### config.mk
export PLATFORM = sky130hd
export DESIGN_NAME = dac_link_slave
export DESIGN_NICKNAME = d
export VERILOG_FILES = /design/src/rtl/dac_link_slave.sv
export SDC_FILE = /design/constraint.sdc
export NUM_CORES = 1
export LEC_CHECK = 0
export BUFFER_PORTS_ARGS = -buffer_cell sky130_fd_sc_hd__buf_4
export CORE_UTILIZATION = 45
export CTS_BUF_LIST = sky130_fd_sc_hd__clkbuf_8
export CTS_CLUSTER_DIAMETER = 100
export CTS_CLUSTER_SIZE = 10
export DETAILED_ROUTE_END_ITERATION = 6
export PLACE_DENSITY = 0.61
export SLEW_MARGIN = 20
export SYNTH_ARGS = -nofsm -noshare
export SYNTH_HDL_FRONTEND = slang
export SYNTH_SLANG_ARGS = --single-unit
### constraint.sdc
create_clock -name clk -period 2.6 [get_ports clk]
set_clock_uncertainty 0.05 [all_clocks]
set_input_delay 0.13 -clock clk [delete_from_list [all_inputs] [get_ports clk]]
set_output_delay 0.13 -clock clk [all_outputs]
set_load 0.05 [all_outputs]
### src/rtl/dac_link_slave.sv
module dac_link_slave #(
  parameter logic [1:0] OPT = 2'b01
) (
  input  logic       clk,
  input  logic       rst_n,
  input  logic       scl_i,
  input  logic       sda_i,
  output logic       sda_pull,
  output logic [7:0] dac_code,
  output logic       shdn,
  output logic       out_pd
);
  localparam logic [6:0] MY_ADDR = {5'b01100, OPT};

  typedef enum logic [1:0] {P_IDLE, P_ADDR, P_DATA, P_DONE} phase_t;

  function automatic logic maj3(input logic [2:0] v);
    return (v[0] & v[1]) | (v[0] & v[2]) | (v[1] & v[2]);
  endfunction

  logic [1:0] scl_s, sda_s;
  logic [2:0] scl_h, sda_h;
  logic       scl_f, sda_f, scl_q, sda_q;

  always_ff @(posedge clk or negedge rst_n) begin
    if (!rst_n) begin
      scl_s <= '1; sda_s <= '1;
      scl_h <= '1; sda_h <= '1;
      scl_f <= 1'b1; sda_f <= 1'b1;
      scl_q <= 1'b1; sda_q <= 1'b1;
    end else begin
      scl_s <= {scl_s[0], scl_i};
      sda_s <= {sda_s[0], sda_i};
      scl_h <= {scl_h[1:0], scl_s[1]};
      sda_h <= {sda_h[1:0], sda_s[1]};
      scl_f <= maj3(scl_h);
      sda_f <= maj3(sda_h);
      scl_q <= scl_f;
      sda_q <= sda_f;
    end
  end

  wire start_c = scl_f & scl_q & sda_q & ~sda_f;
  wire stop_c  = scl_f & scl_q & ~sda_q & sda_f;
  wire scl_up  = scl_f & ~scl_q;
  wire scl_dn  = ~scl_f & scl_q;

  phase_t     phase;
  logic [3:0] cnt;
  logic [7:0] shr, pend_code;
  logic       mode_sd, pend, ack;

  always_ff @(posedge clk or negedge rst_n) begin
    if (!rst_n) begin
      phase     <= P_IDLE;
      cnt       <= '0;
      shr       <= '0;
      pend_code <= '0;
      mode_sd   <= 1'b0;
      pend      <= 1'b0;
      ack       <= 1'b0;
      dac_code  <= '0;
      shdn      <= 1'b0;
    end else if (start_c) begin
      phase <= P_ADDR;
      cnt   <= '0;
      ack   <= 1'b0;
      pend  <= 1'b0;
    end else if (stop_c) begin
      phase <= P_IDLE;
      ack   <= 1'b0;
      pend  <= 1'b0;
      if (pend) begin
        shdn <= mode_sd;
        if (!mode_sd) dac_code <= pend_code;
      end
    end else if (scl_up && (phase == P_ADDR || phase == P_DATA) && cnt < 4'd8) begin
      shr <= {shr[6:0], sda_f};
      cnt <= cnt + 4'd1;
    end else if (scl_dn) begin
      if (cnt == 4'd8) begin
        cnt <= 4'd9;
        if (phase == P_ADDR) begin
          if (shr[7:1] == MY_ADDR) begin
            ack     <= 1'b1;
            mode_sd <= shr[0];
          end else begin
            phase <= P_IDLE;
          end
        end else if (phase == P_DATA) begin
          ack       <= ~mode_sd;
          pend      <= 1'b1;
          pend_code <= shr;
        end
      end else if (cnt == 4'd9) begin
        cnt <= '0;
        ack <= 1'b0;
        if (phase == P_ADDR) phase <= P_DATA;
        else if (phase == P_DATA) phase <= P_DONE;
      end
    end
  end

  assign sda_pull = ack;
  assign out_pd   = shdn;

  assert_code_at_stop_R9: assert property (@(posedge clk) disable iff (!rst_n)
    !stop_c |=> $stable(dac_code));
  assert_shdn_at_stop_R9: assert property (@(posedge clk) disable iff (!rst_n)
    !stop_c |=> $stable(shdn));
  assert_ack_scl_low_R2: assert property (@(posedge clk) disable iff (!rst_n)
    $rose(sda_pull) |-> !scl_f);
  assert_ack_in_frame_R3: assert property (@(posedge clk) disable iff (!rst_n)
    sda_pull |-> (phase == P_ADDR || phase == P_DATA));
  assert_sd_keeps_code_R6: assert property (@(posedge clk) disable iff (!rst_n)
    $rose(shdn) |-> $stable(dac_code));
endmodule

==> out/qor.json, run 1 <==
{
  "place_ws_ns": 0.362,
  "yosysMostFrequentCell": "dfrtp_1",
  "grt_antenna_before_repair": 0,
  "synthToLayoutAreaGrowth_pct": 13.7,
  "row_count": 23,
  "cts_tree": "built",
  "achievable-frequency_ghz": 0.453,
  "regToRegEndpoint": "pend_code[6]",
  "syn_area_mm2": 0.00199,
  "antenna_violating_nets_post_route": 0,
  "max-clock-path-buffers": 2,
  "syn_avg_cell_area_um2": 14.6,
  "layout_min_cycle_time_ns": 2.21,
  "maxSlewViolCount": 0,
  "dp_cells": 198,
  "synth_edf_count": 0,
  "min_path_type": "input pin to async pin",
  "fin_setup_tns_ns": 0,
  "timing.reg2reg.setup_slack_ns": 0.39,
  "layout_setup_ws_ns": 0.392,
  "antennaDiodeCount": 0,
  "die_h_um": 68.6,
  "path_max_fanout": 9,
  "crit_path_start_kind": "flop",
  "postSynthCellCount": 137,
  "fillers": 352,
  "prevailing_post_synth_register_cell": "dfrtp_1",
  "die_w_um": 68.6,
  "maxCapViolCount": 0,
  "sequential_cell_area_fraction_in_the_yosys_report_pct": 61.1,
  "first_global_vias": 1098,
  "number_of_synthesized_register_bits": 48,
  "grtUsageTotal_pct": 15.9,
  "worstReg2RegStart": "cnt[0]",
  "post_cts_resize_count": 0,
  "detailroute.via_count": 1111,
  "register_area_mm2": 0.00122,
  "grt_pass1_wl_mm": 5.25,
  "critPathArrivalTime_ns": 2.34,
  "standard_cell_core_area_mm2": 0.00412,
  "multiInputGateArea_um2": 729,
  "drc": 0,
  "design.portCount": 15,
  "leftover_overflow_at_the_end_of_global_routing": 0,
  "synth.lib_cells_used.distinct": 39,
  "avgRoutedWirePerCell_um": 14.7,
  "clock_tree.root_cell": "clkbuf_8",
  "post-route-period-util_pct": 84.9,
  "yosysWarningCount": 0,
  "criticalPathCategory": "flop to flop",
  "cts-buffers-inserted": 5,
  "outcome": "finished clean",
  "layout.cells.non_filler": 209,
  "timing.slew.headroom_pct": 56.7,
  "die-area_mm2": 0.00470,
  "crit_path_start": "cnt[0]",
  "postRouteWirelength_mm": 3.08,
  "count_of_routing_violations_after_the_opening_detailed_route_iteration": 91,
  "first_pass_iters": 4,
  "worst_skew_pair.late_latency_ns": 0.30,
  "rsz0062_at_grt": "no",
  "post_synth_main_area_contributors": "dfrtp_1 43%, dfstp_2 18%, mux2_2 9.6%",
  "port_buffers": 14,
  "cellLeakagePower_uw": 0.00107,
  "vdd_drop_max_uv": 410,
  "cts_num_sinks": 48,
  "ctsHtreeMaxLevel": 2,
  "hpwlAfterDp_mm": 2.14,
  "hold_viol_final": 0,
  "grt_start_max_net_pins": 49,
  "asyncSetResetFlopFracSynth_pct": 100,
  "worstSetupEndpointType": "flop",
  "initial_core_util_pct": 48.5,
  "setup_viol": 0,
  "worst_ep_required_time_ns": 2.73,
  "routed_via_density": 5.32,
  "post_route_cells_drive_above_1_share_pct": 37.7,
  "least_margin_pin_slew_ns": 0.644,
  "clkSlewWorstSetupHoldPaths_ns": 0.08,
  "netlist.area_leader.share_pct": 42.7,
  "critPathCapture": "pend_code[6]",
  "p_per_area_mw_per_mm2": 774,
  "place_congestion": 0.828,
  "synthTopCellsByCount": "34 x dfrtp_1, 17 x mux2_2, 14 x dfstp_2",
  "synth_nets": 146,
  "fin_nets": 167,
  "synth_area_leader_cell": "dfrtp_1",
  "reg2reg_depth": 6
}
worst max-delay path, cell delays in order, from the launching register on:
cell	delay [ns]
dfrtp_1	0.42
inv_1	0.11
ha_1	0.22
nand3b_2	0.14
nor3b_2	0.30
and3_1	0.48
mux2_1	0.37
area by class of cell:
class                           instances  area share, %
Sequential cell                        48           53.7
Tap cell                               50           2.76
Timing Repair Buffer                   18           6.29
Multi-Input combinational cell         79           32.2
Inverter                                6          0.993
Clock inverter                          2          0.441
Clock buffer                            6           3.64
where the power goes:
| part | internal [uW] | switching (uW) | leakage [uW] |
|---|---|---|---|
| logic | 174 | 163 | 0.000413 |
| registers | 863 | 113 | 0.000603 |
| clock network | 212 | 230 | 0.0000510 |
| total | 1250 | 507 | 0.00107 |
worst min path at each step:
| stage | start | end | slack (ns) |
|---|---|---|---|
| 6_report | rst_n | phase[1] | 0.31 |
| 5_1_grt | sda_s[0] | sda_s[1] | 0.31 |
| 4_1_cts | scl_s[0] | scl_s[1] | 0.31 |
| 3_5_place_dp | rst_n | phase[1] | 0.12 |
| 3_3_place_gp | rst_n | phase[1] | 0.12 |
| 2_1_floorplan | rst_n | cnt[0] | -0.22 |
through the flow:
| step | utilization, % | power [uW] | area (um2) | hold WS [ns] |
|---|---|---|---|---|
| 3_3_place_gp | 52.1 | 1310 | 2150 | 0.115 |
| 4_1_cts | 55.1 | 1780 | 2270 | 0.309 |
| 2_1_floorplan | - | 1220 | 1990 | -0.216 |
| 6_report | 55.1 | 1750 | 2270 | 0.307 |
| 5_1_grt | 55.1 | 1870 | 2270 | 0.312 |
| 3_5_place_dp | 52.1 | 1330 | 2150 | 0.122 |
state kept, by name, summed over array words and instances (netlist names):
signal     count
sda_f          1
sda_pull       1
shr            8
out_pd         1
phase          2
cnt            4
pend_code      8
scl_h          3
scl_f          1
sda_q          1
scl_q          1
sda_s          2
mode_sd        1
sda_h          3
scl_s          2
dac_code       8
pend           1
cell usage in the layout (no fill, tap or decap), drive strengths merged, types with 4 or more instances in the layout:
cell type | Yosys | final
dfrtp | 34 | 34
mux2 | 26 | 26
buf | 3 | 15
dfstp | 14 | 14
inv | 6 | 6
clkbuf | 1 | 6
nand2 | 5 | 5
ha | 5 | 5
o21ai | 4 | 4
routing by layer:
| layer | track usage (%) | vias to the layer above | part of all wire [%] |
|---|---|---|---|
| li1 | - | 535 | - |
| met1 | 21.9 | 549 | 50 |
| met2 | 22.7 | 22 | 45 |
| met3 | 4.93 | 5 | 3.2 |
| met4 | 7.81 | 0 | 2.0 |
| met5 | 0 | - | 0 |
cells by family after synthesis:
group	after synthesis	share of synthesized area [%]
AO/OA/AOI/OAI	20	6.96
AND/OR/NAND/NOR	25	10.4
XOR/XNOR	1	0.439
adder cells (fa/ha/maj)	7	4.14
buffers and inverters	10	2.32
flip-flops	48	61.1
multiplexers	26	14.7
timing repair:
action | CTS | global route
hold buffers | 3 | 0
hold endpoints to repair | 36 | 0
buffers inserted | 0 | 0
(Power assumes the default switching activity.)
==> inputs of run 2 (changes only) <==
Settings changed: ABC_AREA set to 1, PLACE_DENSITY 0.61 to 0.63.
Clock period 2.6 ns to 1.93 ns, I/O delays scaled along.
==> out/qor.json, run 2 <==
{
  "first_global_vias": {"value": 1342, "change": "+22%"},
  "p_per_area": {"value": 1260, "unit": "mW/mm2", "change": "+63%"},
  "timing.slew.headroom": {"value": 61.2, "unit": "%", "change": "+4.5 points"},
  "cellLeakagePower": {"value": 0.00117, "unit": "uW", "change": "+9.3%"},
  "leftover_overflow_at_the_end_of_global_routing": {"value": 0, "change": "unchanged"},
  "worst_path_max_delay_cell": "dfrtp_1",
  "port_buffers": {"value": 14, "change": "unchanged"},
  "die_w": {"value": 69.8, "unit": "um", "change": "+1.7%"},
  "final_common_cell": "nand2_1",
  "least_margin_pin_slew": {"value": 0.582, "unit": "ns", "change": "-0.0620 ns"},
  "detailroute.via_count": {"value": 1335, "change": "+20%"},
  "fin_setup_tns": {"value": 0, "unit": "ns", "change": "unchanged"},
  "prevailing_post_synth_register_cell": "dfrtp_1",
  "yosysMostFrequentCell": "nand2_1",
  "place_congestion": {"value": 0.823, "change": "-0.56%"},
  "number_of_synthesized_register_bits": {"value": 48, "change": "unchanged"},
  "synthTopCellsByCount": "58 x nand2_1, 34 x dfrtp_1, 26 x inv_1",
  "cts_num_sinks": {"value": 48, "change": "unchanged"},
  "crit_path_start_kind": "flop",
  "die-area": {"value": 0.00487, "unit": "mm2", "change": "+3.5%"},
  "critPathArrivalTime": {"value": 1.79, "unit": "ns", "change": "-0.55 ns"},
  "initial_core_util": {"value": 47.1, "unit": "%", "change": "-1.3 points"},
  "min_path_type": "input pin to async pin",
  "grt_pass1_wl": {"value": 5.82, "unit": "mm", "change": "+11%"},
  "final_util": {"value": 54.3, "unit": "%", "change": "-0.84 points"},
  "cts-buffers-inserted": {"value": 5, "change": "unchanged"},
  "maxSlewViolCount": {"value": 0, "change": "unchanged"},
  "worst_skew_pair.late_latency": {"value": 0.30, "unit": "ns", "change": "about the same"},
  "worst_ep_required_time": {"value": 2.05, "unit": "ns", "change": "-0.68 ns"},
  "achievable-frequency": {"value": 0.599, "unit": "GHz", "change": "+32%"},
  "power.sequential.fraction": {"value": 44.2, "unit": "%", "change": "-11 points"},
  "layout_setup_ws": {"value": 0.261, "unit": "ns", "change": "-0.131 ns"},
  "post_synth_main_area_contributors": "dfrtp_1 41%, dfstp_2 18%, nand2_1 11%",
  "worstSetupEndpointType": "flop",
  "criticalPathCategory": "flop to flop",
  "rsz0062_at_grt": "no",
  "fin_nets": {"value": 235, "change": "+41%"},
  "outcome": "finished clean",
  "antennaDiodeCount": {"value": 0, "change": "unchanged"},
  "switching_power": {"value": 1000, "unit": "uW", "change": "+98%"},
  "hold_slack": {"value": 0.290, "unit": "ns", "change": "-0.0172 ns"},
  "antenna_violating_nets_post_route": {"value": 0, "change": "unchanged"},
  "largest_registers": "dac_code (8), pend_code (8), shr (8)",
  "vdd_drop_max": {"value": 455, "unit": "uV", "change": "+11%"},
  "post_cts_resize_count": {"value": 0, "change": "unchanged"},
  "critical-path-max-stage-delay": {"value": 0.38, "unit": "ns", "change": "-0.10 ns"},
  "grtUsageTotal": {"value": 15.2, "unit": "%", "change": "-0.75 points"},
  "hpwlAfterDp": {"value": 2.11, "unit": "mm", "change": "-1.3%"},
  "path_max_fanout": {"value": 16, "change": "+7"},
  "yosysWarningCount": {"value": 0, "change": "unchanged"},
  "most_used_cells_in_the_layout_excluding_fill_and_tap_cells": "58 x nand2_1, 34 x dfrtp_1, 27 x inv_1, 15 x buf_4, 14 x dfstp_2",
  "first_pass_iters": {"value": 4, "change": "unchanged"},
  "clock_tree.root_cell": "clkbuf_8",
  "design.portCount": {"value": 15, "change": "unchanged"},
  "synthToLayoutAreaGrowth_pct": 15.1,
  "post-route-period-util": {"value": 86.5, "unit": "%", "change": "+1.6 points"},
  "avgRoutedWirePerCell": {"value": 11.3, "unit": "um", "change": "-23%"},
  "place_ws": {"value": 0.274, "unit": "ns", "change": "-0.0879 ns"},
  "syn_avg_cell_area": {"value": 10.1, "unit": "um2", "change": "-31%"},
  "synth_edf_count": {"value": 0, "change": "unchanged"},
  "synth_nets": {"value": 214, "change": "+47%"},
  "count_of_routing_violations_after_the_opening_detailed_route_iteration": {"value": 78, "change": "-14%"},
  "netlist.area_leader.share": {"value": 41.2, "unit": "%", "change": "-1.5 points"},
  "cts_tree": "built",
  "syn_area": {"value": 0.00207, "unit": "mm2", "change": "+3.6%"},
  "grt_start_max_net_pins": {"value": 49, "change": "unchanged"},
  "post_route_cells_drive_above_1_share": {"value": 26.9, "unit": "%", "change": "-11 points"},
  "hold_viol_final": {"value": 0, "change": "unchanged"},
  "power_switching_share": {"value": 33.4, "unit": "%", "change": "+4.5 points"},
  "stdcell_area": {"value": 0.00238, "unit": "mm2", "change": "+4.9%"},
  "power_frac_comb": {"value": 28.4, "unit": "%", "change": "+9.2 points"},
  "ctsHtreeMaxLevel": {"value": 2, "change": "unchanged"},
  "drc": {"value": 0, "change": "unchanged"},
  "postSynthCellCount": {"value": 205, "change": "+50%"},
  "setup_viol": {"value": 0, "change": "unchanged"},
  "maxCapViolCount": {"value": 0, "change": "unchanged"},
  "placed_area": {"value": 0.00222, "unit": "mm2", "change": "+3.3%"},
  "layout_min_cycle_time": {"value": 1.67, "unit": "ns", "change": "-0.539 ns"},
  "row_count": {"value": 24, "change": "+4.3%"},
  "power_frac_clock": {"value": 27.4, "unit": "%", "change": "+2.2 points"},
  "clkSlewWorstSetupHoldPaths": {"value": 0.09, "unit": "ns", "change": "about the same"},
  "cells_traversed_along_the_worst_timing_path": "inv_1, ha_1, nor2_1, nand3_2, buf_4, nand2_1, o21ai_0",
  "die_h": {"value": 69.8, "unit": "um", "change": "+1.7%"},
  "asyncSetResetFlopFracSynth": {"value": 100, "unit": "%", "change": "unchanged"},
  "post_cts_setup_repair_buffer_count": {"value": 0, "change": "unchanged"},
  "sequential_cell_area_fraction_in_the_yosys_report": {"value": 59.0, "unit": "%", "change": "-2.1 points"},
  "postRouteWirelength": {"value": 3.16, "unit": "mm", "change": "+2.6%"},
  "routed_via_density": {"value": 4.78, "change": "-10%"},
  "standard_cell_core_area": {"value": 0.00438, "unit": "mm2", "change": "+6.5%"},
  "cellInternalPower": {"value": 2000, "unit": "uW", "change": "+60%"},
  "synth_area_leader_cell": "dfrtp_1",
  "synth.lib_cells_used.distinct": {"value": 31, "change": "-21%"},
  "grt_antenna_before_repair": {"value": 0, "change": "unchanged"},
  "max-clock-path-buffers": {"value": 2, "change": "unchanged"}
}
## run 2: changes by cell type in the layout (fill, tap and decap cells not counted), moves of 3 or more
| cell | change |
|---|---|
| nand2_1 | +53 |
| inv_1 | +21 |
| mux2_2 | -17 |
| mux2_1 | -9 |
| o21ai_0 | +9 |
| o21ai_2 | +8 |
| nor2_1 | +6 |
| inv_2 | +3 |
| nand2_2 | +3 |
| nand3_1 | +3 |
## run 2: area by class of cell
| type | instances | area [um2] |
|---|---|---|
| Clock buffer | 5 | 68.8 |
| Clock inverter | 3 | 63.8 |
| Fill cell | 396 | 2000 |
| Inverter | 30 | 114 |
| Multi-Input combinational cell | 123 | 707 |
| Sequential cell | 48 | 1220 |
| Tap cell | 52 | 65.1 |
| Timing Repair Buffer | 18 | 143 |
## run 2: what timing repair did
| item | CTS | global route |
|---|---|---|
| setup endpoints to repair | 0 | 0 |
| endpoints found under the hold margin | 36 | 0 |
| hold buffers | 3 | 0 |
## run 2: path summary, 6_finish.rpt
kind | start | to | slack (ns) | depth (start not counted)
min | rst_n | dac_code[6] | 0.29 | 2
min in group clk | scl_s[1] | scl_h[0] | 0.31 | 0
min reg2reg | scl_s[1] | scl_h[0] | 0.31 | 0
max | phase[0] | shr[2] | 0.26 | 7
max reg2reg | phase[0] | shr[2] | 0.26 | 7
max in group asynchronous | rst_n | shr[1] | 1.14 | 2
## run 2: metal layers
layer,track usage (%),routed length [um],vias to the layer above
met5,0,0,-
met4,7.33,53,0
met3,3.49,86,5
met2,25.5,1480,18
met1,18.3,1540,624
li1,-,-,688
## run 2: metrics by stage
stage	std cells	power (uW)
2_1_floorplan	205	2000
3_3_place_gp	268	2190
3_5_place_dp	268	2190
4_1_cts	279	3050
5_1_grt	279	3200
6_report	279	3010
## run 2: critical path: cells and delay by family (launching register included)
family,cells,cell delay [ns]
flops,1,0.38
simple gates,3,0.38
fa+ha+maj,1,0.35
buf+inv,2,0.28
compound gates,1,0.09
## run 2: power by group through the flow
stage,sequential [uW],clock (uW),combinational (uW)
2_1_floorplan,1400,0,601
4_1_cts,1330,856,862
3_3_place_gp,1340,0,850
6_report,1330,824,854
3_5_place_dp,1350,0,846
5_1_grt,1360,885,961
## run 2: cell families after synthesis
logic type,after synthesis,synth area share [%]
flops,48,59.0
compound gates,27,8.84
buf+inv,34,6.84
simple gates,89,21.4
fa+ha+maj,7,4.00
==> inputs of run 3 (changes only) <==
Settings changed: SETUP_SLACK_MARGIN set to 0.3.
==> out/qor.json, run 3 (synthesized netlist as in run 2, its figures left out) <==
{
  "outcome": "finished clean",
  "vdd_drop_max": {"value": 441, "unit": "uV", "change": "-3.0%"},
  "grt_pass1_wl": {"value": 6.13, "unit": "mm", "change": "+5.2%"},
  "cts_tree": "built",
  "final_common_cell": "nand2_1",
  "row_count": {"value": 24, "change": "unchanged"},
  "fillers": {"value": 382, "change": "-3.5%"},
  "die_w": {"value": 69.8, "unit": "um", "change": "unchanged"},
  "cts_num_sinks": {"value": 48, "change": "unchanged"},
  "detailroute.via_count": {"value": 1394, "change": "+4.4%"},
  "crit_path_start_kind": "flop",
  "min_path_type": "input pin to async pin",
  "antenna_violating_nets_post_route": {"value": 0, "change": "unchanged"},
  "max-clock-path-buffers": {"value": 2, "change": "unchanged"},
  "cells_traversed_along_the_worst_timing_path": "buf_4, ha_1, o211ai_2, nand3_2, nand2_1, o22ai_1",
  "critPathArrivalTime": {"value": 1.65, "unit": "ns", "change": "-0.14 ns"},
  "first_global_vias": {"value": 1395, "change": "+3.9%"},
  "avgRoutedWirePerCell": {"value": 11.7, "unit": "um", "change": "+3.3%"},
  "leftover_overflow_at_the_end_of_global_routing": {"value": 0, "change": "unchanged"},
  "post_route_cells_drive_above_1_share": {"value": 31.2, "unit": "%", "change": "+4.3 points"},
  "antennaDiodeCount": {"value": 0, "change": "unchanged"},
  "cts-buffers-inserted": {"value": 5, "change": "unchanged"},
  "standard_cell_core_area": {"value": 0.00438, "unit": "mm2", "change": "unchanged"},
  "power_frac_clock": {"value": 26.3, "unit": "%", "change": "-1.1 points"},
  "power.sequential.fraction": {"value": 42.3, "unit": "%", "change": "-1.9 points"},
  "postRouteWirelength": {"value": 3.34, "unit": "mm", "change": "+5.9%"},
  "maxSlewViolCount": {"value": 0, "change": "unchanged"},
  "power_frac_comb": {"value": 31.4, "unit": "%", "change": "+3.0 points"},
  "worst_skew_pair.late_latency": {"value": 0.29, "unit": "ns", "change": "about the same"},
  "rsz0062_at_grt": "no",
  "fin_setup_tns": {"value": 0, "unit": "ns", "change": "unchanged"},
  "maxCapViolCount": {"value": 0, "change": "unchanged"},
  "setup_viol": {"value": 0, "change": "unchanged"},
  "cellInternalPower": {"value": 2100, "unit": "uW", "change": "+4.7%"},
  "p_per_area": {"value": 1270, "unit": "mW/mm2", "change": "+0.59%"},
  "path_max_fanout": {"value": 4, "change": "-12"},
  "achievable-frequency": {"value": 0.656, "unit": "GHz", "change": "+9.5%"},
  "post-route-period-util": {"value": 78.9, "unit": "%", "change": "-7.5 points"},
  "largest_registers": "dac_code (8), pend_code (8), shr (8)",
  "switching_power": {"value": 1050, "unit": "uW", "change": "+5.0%"},
  "timing.slew.headroom": {"value": 60.8, "unit": "%", "change": "-0.34 points"},
  "first_pass_iters": {"value": 4, "change": "unchanged"},
  "ctsHtreeMaxLevel": {"value": 2, "change": "unchanged"},
  "synthToLayoutAreaGrowth_pct": 19.9,
  "port_buffers": {"value": 14, "change": "unchanged"},
  "design.portCount": {"value": 15, "change": "unchanged"},
  "drc": {"value": 0, "change": "unchanged"},
  "worst_ep_required_time": {"value": 2.06, "unit": "ns", "change": "about the same"},
  "grt_antenna_before_repair": {"value": 0, "change": "unchanged"},
  "layout_min_cycle_time": {"value": 1.52, "unit": "ns", "change": "-0.145 ns"},
  "die_h": {"value": 69.8, "unit": "um", "change": "unchanged"},
  "criticalPathCategory": "flop to flop",
  "fin_nets": {"value": 242, "change": "+3.0%"},
  "hpwlAfterDp": {"value": 2.11, "unit": "mm", "change": "unchanged"},
  "grtUsageTotal": {"value": 16.0, "unit": "%", "change": "+0.78 points"},
  "place_congestion": {"value": 0.823, "change": "unchanged"},
  "power_switching_share": {"value": 33.4, "unit": "%", "change": "+0.068 points"},
  "clock_tree.root_cell": "clkbuf_8",
  "routed_via_density": {"value": 4.87, "change": "+1.9%"},
  "critical-path-max-stage-delay": {"value": 0.42, "unit": "ns", "change": "+0.04 ns"},
  "die-area": {"value": 0.00487, "unit": "mm2", "change": "unchanged"},
  "least_margin_pin_slew": {"value": 0.587, "unit": "ns", "change": "+0.00506 ns"},
  "grt_start_max_net_pins": {"value": 49, "change": "unchanged"},
  "cellLeakagePower": {"value": 0.00121, "unit": "uW", "change": "+3.6%"},
  "initial_core_util": {"value": 47.1, "unit": "%", "change": "unchanged"},
  "worst_path_max_delay_cell": "dfrtp_1",
  "count_of_routing_violations_after_the_opening_detailed_route_iteration": {"value": 63, "change": "-19%"},
  "hold_viol_final": {"value": 0, "change": "unchanged"},
  "p_total": {"value": 3150, "unit": "uW", "change": "+4.8%"},
  "most_used_cells_in_the_layout_excluding_fill_and_tap_cells": "58 x nand2_1, 34 x dfrtp_1, 25 x inv_1, 20 x buf_4, 14 x dfstp_2",
  "worstSetupEndpointType": "flop",
  "clkSlewWorstSetupHoldPaths": {"value": 0.09, "unit": "ns", "change": "about the same"}
}
==> run 3: cell types whose count changed in the layout (fill, tap and decap cells not counted), moves of 2 or more <==
cell,before,now
buf_4,15,20
ha_1,5,3
inv_1,27,25
inv_2,3,5
==> run 3: final timing paths <==
| kind | cells after the start | end | slack [ns] | startpoint |
|---|---|---|---|---|
| hold / removal | 2 | dac_code[6] | 0.28 | rst_n |
| min in group clk | 0 | scl_h[0] | 0.31 | scl_s[1] |
| max in group asynchronous | 2 | shr[2] | 1.14 | rst_n |
| setup / recovery | 6 | cnt[0] | 0.41 | cnt[0] |
| setup reg to reg | 6 | cnt[0] | 0.41 | cnt[0] |
| hold reg to reg | 0 | scl_h[0] | 0.31 | scl_s[1] |
==> run 3: final cells by class <==
class / instances / area, um2 / share of cell area (%)
tap: 52 / 65.1 / 2.62
sequential: 48 / 1220 / 49.2
clock inverter: 3 / 63.8 / 2.57
clock buffer: 5 / 68.8 / 2.78
multi-input combinational: 123 / 737 / 29.7
timing repair buffer: 25 / 211 / 8.53
inverter: 30 / 114 / 4.59
==> run 3: power groups by stage <==
stage / sequential (uW) / combinational (uW) / clock (uW)
2_1_floorplan: 1400 / 601 / 0
3_3_place_gp: 1340 / 850 / 0
3_5_place_dp: 1350 / 846 / 0
4_1_cts: 1330 / 903 / 856
5_1_grt: 1360 / 1100 / 887
6_report: 1330 / 989 / 828
==> run 3: worst max-delay path, delay by kind of cell, from the launching register on <==
family	cells	cell delay, ns
flip-flops	1	0.42
AO/OA/AOI/OAI	2	0.31
AND/OR/NAND/NOR	2	0.27
adder cells (fa/ha/maj)	1	0.21
buffers and inverters	1	0.15
==> run 3: timing repair <==
item	CTS	global route
resized for setup	3	5
setup endpoints to repair	16	24
hold endpoints to repair	36	0
hold buffers	3	0
pin swaps	3	2
setup buffers	3	4
==> run 3: per-layer routing <==
| metal | GRT usage, % | wire (um) | vias up |
|---|---|---|---|
| li1 | - | - | 703 |
| met1 | 19.4 | 1540 | 658 |
| met2 | 26.6 | 1630 | 26 |
| met3 | 3.49 | 106 | 7 |
| met4 | 8.00 | 71 | 0 |
| met5 | 0 | 0 | - |
==> run 3: through the flow <==
stage / hold slack, ns / util (%) / setup slack (ns) / cells / area [um2]
2_1_floorplan: -0.249 / - / 0.424 / 205 / 2070
3_3_place_gp: 0.0945 / 50.6 / 0.295 / 268 / 2220
3_5_place_dp: 0.0993 / 50.6 / 0.274 / 268 / 2220
4_1_cts: 0.310 / 55.4 / 0.332 / 282 / 2430
5_1_grt: 0.312 / 56.5 / 0.300 / 286 / 2480
6_report: 0.277 / 56.5 / 0.406 / 286 / 2480
